### src/rtl/smbase_pkg.sv
package smbase_pkg;

    typedef enum logic [1:0] {
        NEG_IDLE   = 2'd0,
        NEG_AVAIL  = 2'd1,
        NEG_LOCKED = 2'd2
    } neg_state_e;

    typedef struct packed {
        neg_state_e st;
        logic [7:0] plain;
    } neg_regs_t;

    localparam logic [7:0] CODE_PROBE  = 8'hFF;
    localparam logic [7:0] CODE_LOCK   = 8'h02;
    localparam logic [7:0] RD_IDLE     = 8'h00;
    localparam logic [7:0] RD_AVAIL    = 8'h01;
    localparam logic [7:0] RD_LOCKED   = 8'h02;
    localparam logic [7:0] FILL_BYTE   = 8'hFF;

endpackage

### src/rtl/smbase_neg_ctrl.sv
module smbase_neg_ctrl
    import smbase_pkg::*;
(
    input  logic             clk,
    input  logic             rst_n,
    input  logic             legacy,
    input  logic             wr_en,
    input  logic [7:0]       wr_data,
    output neg_state_e       state,
    output logic [7:0]       plain
);

    neg_regs_t regs_d, regs_q;

    // Next-state: handshake in normal mode, plain storage in legacy mode.
    always_comb begin
        regs_d = regs_q;
        if (wr_en) begin
            if (legacy) begin
                regs_d.plain = wr_data;
            end else begin
                unique case (regs_q.st)
                    NEG_IDLE:  if (wr_data == CODE_PROBE) regs_d.st = NEG_AVAIL;
                    NEG_AVAIL: if (wr_data == CODE_LOCK)  regs_d.st = NEG_LOCKED;
                    default:   regs_d.st = regs_q.st;
                endcase
            end
        end
    end

    always_ff @(posedge clk or negedge rst_n) begin
        if (!rst_n) begin
            regs_q.st    <= NEG_IDLE;
            regs_q.plain <= 8'h00;
        end else begin
            regs_q <= regs_d;
        end
    end

    assign state = regs_q.st;
    assign plain = regs_q.plain;

endmodule

### src/rtl/smbase_range_dec.sv
module smbase_range_dec #(
    parameter int unsigned ADDR_W      = 32,
    parameter logic [63:0] REGION_BASE = 64'h0000_0000_0003_0000,
    parameter logic [63:0] REGION_SIZE = 64'h0000_0000_0002_0000
) (
    input  logic [ADDR_W-1:0] addr,
    output logic              hit
);

    localparam logic [63:0]     END_FULL = REGION_BASE + REGION_SIZE;
    localparam logic [ADDR_W:0] LO_BOUND = REGION_BASE[ADDR_W:0];
    localparam logic [ADDR_W:0] HI_BOUND = END_FULL[ADDR_W:0];

    logic [ADDR_W:0] addr_x;
    logic            above_lo;
    logic            below_hi;

    assign addr_x = {1'b0, addr};

    // A window starting at zero needs no lower compare.
    generate
        if (REGION_BASE == 64'd0) begin : g_zero_base
            assign above_lo = 1'b1;
        end else begin : g_cmp_base
            assign above_lo = (addr_x >= LO_BOUND);
        end
    endgenerate

    assign below_hi = (addr_x < HI_BOUND);
    assign hit      = above_lo && below_hi;

endmodule

### src/rtl/smbase_rd_mux.sv
module smbase_rd_mux
    import smbase_pkg::*;
(
    input  logic       legacy,
    input  neg_state_e state,
    input  logic [7:0] plain,
    output logic [7:0] rd_data,
    output logic       locked
);

    always_comb begin
        if (legacy) begin
            rd_data = plain;
        end else begin
            unique case (state)
                NEG_IDLE:   rd_data = RD_IDLE;
                NEG_AVAIL:  rd_data = RD_AVAIL;
                NEG_LOCKED: rd_data = RD_LOCKED;
                default:    rd_data = RD_IDLE;
            endcase
        end
    end

    assign locked = !legacy && (state == NEG_LOCKED);

endmodule

### src/rtl/smbase_guard.sv
module smbase_guard
    import smbase_pkg::*;
#(
    parameter int unsigned ADDR_W      = 32,
    parameter logic [63:0] REGION_BASE = 64'h0000_0000_0003_0000,
    parameter logic [63:0] REGION_SIZE = 64'h0000_0000_0002_0000
) (
    input  logic              clk,
    input  logic              rst_n,
    input  logic              legacy_strap,
    input  logic              cfg_wr_en,
    input  logic [7:0]        cfg_wr_data,
    output logic [7:0]        cfg_rd_data,
    input  logic              mem_valid,
    input  logic [ADDR_W-1:0] mem_addr,
    output logic              mem_block,
    output logic [7:0]        mem_fill_data
);

    neg_state_e neg_state;
    logic [7:0] plain_byte;
    logic       win_locked;
    logic       win_hit;

    smbase_neg_ctrl u_ctrl (
        .clk     (clk),
        .rst_n   (rst_n),
        .legacy  (legacy_strap),
        .wr_en   (cfg_wr_en),
        .wr_data (cfg_wr_data),
        .state   (neg_state),
        .plain   (plain_byte)
    );

    smbase_rd_mux u_rd (
        .legacy  (legacy_strap),
        .state   (neg_state),
        .plain   (plain_byte),
        .rd_data (cfg_rd_data),
        .locked  (win_locked)
    );

    smbase_range_dec #(
        .ADDR_W      (ADDR_W),
        .REGION_BASE (REGION_BASE),
        .REGION_SIZE (REGION_SIZE)
    ) u_dec (
        .addr (mem_addr),
        .hit  (win_hit)
    );

    assign mem_block     = win_locked && mem_valid && win_hit;
    assign mem_fill_data = mem_block ? FILL_BYTE : 8'h00;

endmodule

### config.mk
export PLATFORM = sky130hd
export DESIGN_NAME = smbase_guard
export DESIGN_NICKNAME = d
export VERILOG_FILES = /design/src/rtl/smbase_pkg.sv /design/src/rtl/smbase_neg_ctrl.sv /design/src/rtl/smbase_range_dec.sv /design/src/rtl/smbase_rd_mux.sv /design/src/rtl/smbase_guard.sv
export SDC_FILE = /design/constraint.sdc
export NUM_CORES = 1
export LEC_CHECK = 0
export BUFFER_PORTS_ARGS = -buffer_cell sky130_fd_sc_hd__buf_2
export CORE_UTILIZATION = 36
export CTS_BUF_LIST = sky130_fd_sc_hd__clkbuf_8
export DETAILED_ROUTE_END_ITERATION = 8
export HOLD_SLACK_MARGIN = 0.15
export PLACE_DENSITY = 0.82
export SYNTH_ARGS = -nofsm -noshare
export SYNTH_HDL_FRONTEND = slang
export SYNTH_SLANG_ARGS = --single-unit
### constraint.sdc
create_clock -name clk -period 1.82 [get_ports clk]
set_input_delay 0.091 -clock clk [delete_from_list [all_inputs] [get_ports clk]]
set_output_delay 0.091 -clock clk [all_outputs]
set_load 0.05 [all_outputs]
==> impl_metrics.json <==
{
  "end_kind": "output pin",
  "start_util_pct": 39.3,
  "cap_violations": 0,
  "post-route-period-util_pct": 93.0,
  "dp_slack_ns": 0.259,
  "setup_viol": 0,
  "worst-path-buf-inv": 1,
  "via_count": 639,
  "crit_required_ns": 1.73,
  "overflow": 0,
  "drcViolationCount": 0,
  "critical_path_arrival_ns": 1.60,
  "power_density_nw_per_um2": 750,
  "synth.cell_area_um2": 606,
  "postSynthCellCount": 57,
  "layout_common_cells": "buf_2 (36), dfrtp_1 (10), dlygate4sd3_1 (9), clkbuf_4 (9), and2_1 (6)",
  "antenna_left": 0,
  "clk_path_buf_depth": 2,
  "gp_congestion": 0.718,
  "rows": 14,
  "finalSetupTns_ns": 0,
  "async_reset_ff_share_pct": 100,
  "p_leak_nw": 0.503,
  "finalClockSkew_ns": 0.000826,
  "core_um2": 1540,
  "detail_route.first_pass.iterations": 3,
  "synth.distinct_cells": 23,
  "wl_per_cell_um": 13.3,
  "pin_count": 62,
  "cp_top_family": "simple AND/OR/NAND/NOR gates",
  "nets": 153,
  "clk_pin_slew_worst_paths_ns": 0.05,
  "final_cell_area_um2": 981,
  "wirelength_um": 1640,
  "root_buffer": "clkbuf_8",
  "min_path_type": "input pin to async pin",
  "io_buffers": 45,
  "syn_area_per_cell_um2": 10.6,
  "die_width_um": 43.0,
  "worst_slack_ns": 0.127,
  "die_area_um2": 1850,
  "final_cells": 123,
  "ctsHtreeMaxLevel": 1,
  "cpPeakStageDelay_ns": 0.41,
  "grt_pass1_vias": 617,
  "clkSinkCount": 10,
  "cp_slowest_cell": "dfrtp_1",
  "cts_tree": "built",
  "yosysSeqAreaShare_pct": 41.3,
  "area_delta_synth_final_pct": 62.0,
  "drive_above_1_share_pct": 55.1,
  "grt_use_total_pct": 17.6,
  "fmax_ghz": 0.591,
  "synth_fp_nets": 102,
  "hold_viol": 0,
  "critical_path.cell_chain": "nor3b_2 -> nand3_1 -> nor3_2 -> clkbuf_4",
  "cts_made_buffers": 3,
  "antenna_found_initial": 0,
  "initialDrtViolationCount": 8,
  "final_common_cell": "buf_2",
  "post_dp_cell_area_um2": 798,
  "cts_setup_buffers": 0,
  "tightestPinTransition_ns": 0.372,
  "clk_latency_ns": 0.23,
  "slew_headroom_pct": 75.2,
  "ir_worst_vdd_uv": 638,
  "rsz0062_at_grt": "false",
  "crit_path_max_fanout": 4,
  "finalCriticalPeriod_ns": 1.69,
  "die_y_um": 43.0,
  "yosysWarnings": 0,
  "slew_viol_final": 0,
  "diodes": 0,
  "grt_pass1_wl_um": 2390,
  "synth-seq-cells": 10,
  "status": "finished clean",
  "synth-edff-count": 0,
  "vias_per_cell": 5.20,
  "worst_setup_path_start_kind": "flop",
  "grt_max_degree": 13,
  "dp.cells": 109,
  "dp_hpwl_um": 1040,
  "crit_type": "flop to output pin",
  "final_util_pct": 63.6,
  "synthFlopType": "dfrtp_1"
}
-- routing by layer --
| metal | vias to the layer above | global-route usage (%) | wire [µm] |
|---|---|---|---|
| li1 | 302 | - | - |
| met1 | 289 | 15.5 | 603 |
| met2 | 44 | 37.0 | 851 |
| met3 | 4 | 1.70 | 154 |
| met4 | 0 | 9.09 | 27 |
| met5 | - | 0 | 0 |
-- Yosys cell counts, types with 2 or more instances --
cell	number	area share, %
a21o_1	2	2.5
and2_1	6	6.2
buf_4	8	9.9
dfrtp_1	10	41
mux2_1	4	7.4
mux2_2	5	9.3
nand2_1	3	1.9
nor2_1	2	1.2
nor4_1	3	3.1
-- worst reg2reg max path: stages, from the launching register on --
cell	delay (ns)
dfrtp_1	0.40
nand4b_1	0.19
nor4_1	0.22
a2bb2oi_1	0.17
-- power breakdown --
group          leakage, nW  switching [mW]  internal, mW  total, mW
clock               0.0288          0.0850         0.190      0.275
sequential           0.122          0.0140         0.250      0.264
combinational        0.353           0.116        0.0808      0.196
-- path summary, 6_finish.rpt --
kind,start,to,slack (ns),depth (start not counted)
hold / removal,rst_n,u_ctrl.plain[3]$_DFFE_PN0P_,0.24,2
min in group clk,cfg_wr_en,u_ctrl.state[0]$_DFFE_PN0P_,0.30,4
hold reg to reg,u_ctrl.plain[7]$_DFFE_PN0P_,u_ctrl.plain[7]$_DFFE_PN0P_,0.48,1
setup reg to reg,u_ctrl.state[1]$_DFFE_PN0P_,u_ctrl.state[0]$_DFFE_PN0P_,0.77,3
setup / recovery,u_ctrl.state[0]$_DFFE_PN0P_,mem_block,0.13,4
max in group asynchronous,rst_n,u_ctrl.plain[7]$_DFFE_PN0P_,1.39,2
-- registers in the layout, summed over array words and instances (netlist names) --
| signal | count |
|---|---|
| u_ctrl.plain | 8 |
| u_ctrl.state | 2 |
-- logic make-up after synthesis --
logic type             share of synthesized area (%)
AO/OA/AOI/OAI                                   4.75
flip-flops                                      41.3
AND/OR/NAND/NOR                                 26.7
multiplexers                                    16.7
buffers and inverters                           10.5
-- metrics by stage --
stage	hold slack (ns)	power (mW)
6_report	0.244	0.736
5_1_grt	0.280	0.761
4_1_cts	0.246	0.739
3_5_place_dp	-0.0370	0.445
3_3_place_gp	-0.0440	0.440
2_1_floorplan	-0.205	0.382
-- cell type report --
| type | count | area, µm² |
|---|---|---|
| clock buffer | 4 | 55.1 |
| fill | 131 | 561 |
| multi-input combinational | 39 | 318 |
| sequential | 10 | 250 |
| tap | 16 | 20.0 |
| timing repair buffer | 54 | 338 |
-- timing repair --
action,CTS,global route
endpoints found under the setup margin,9,9
pin swaps,0,1
hold buffers,9,0
gates cloned,0,1
hold endpoints to repair,18,0
resized for setup,0,10
(Power assumes the default switching activity.)
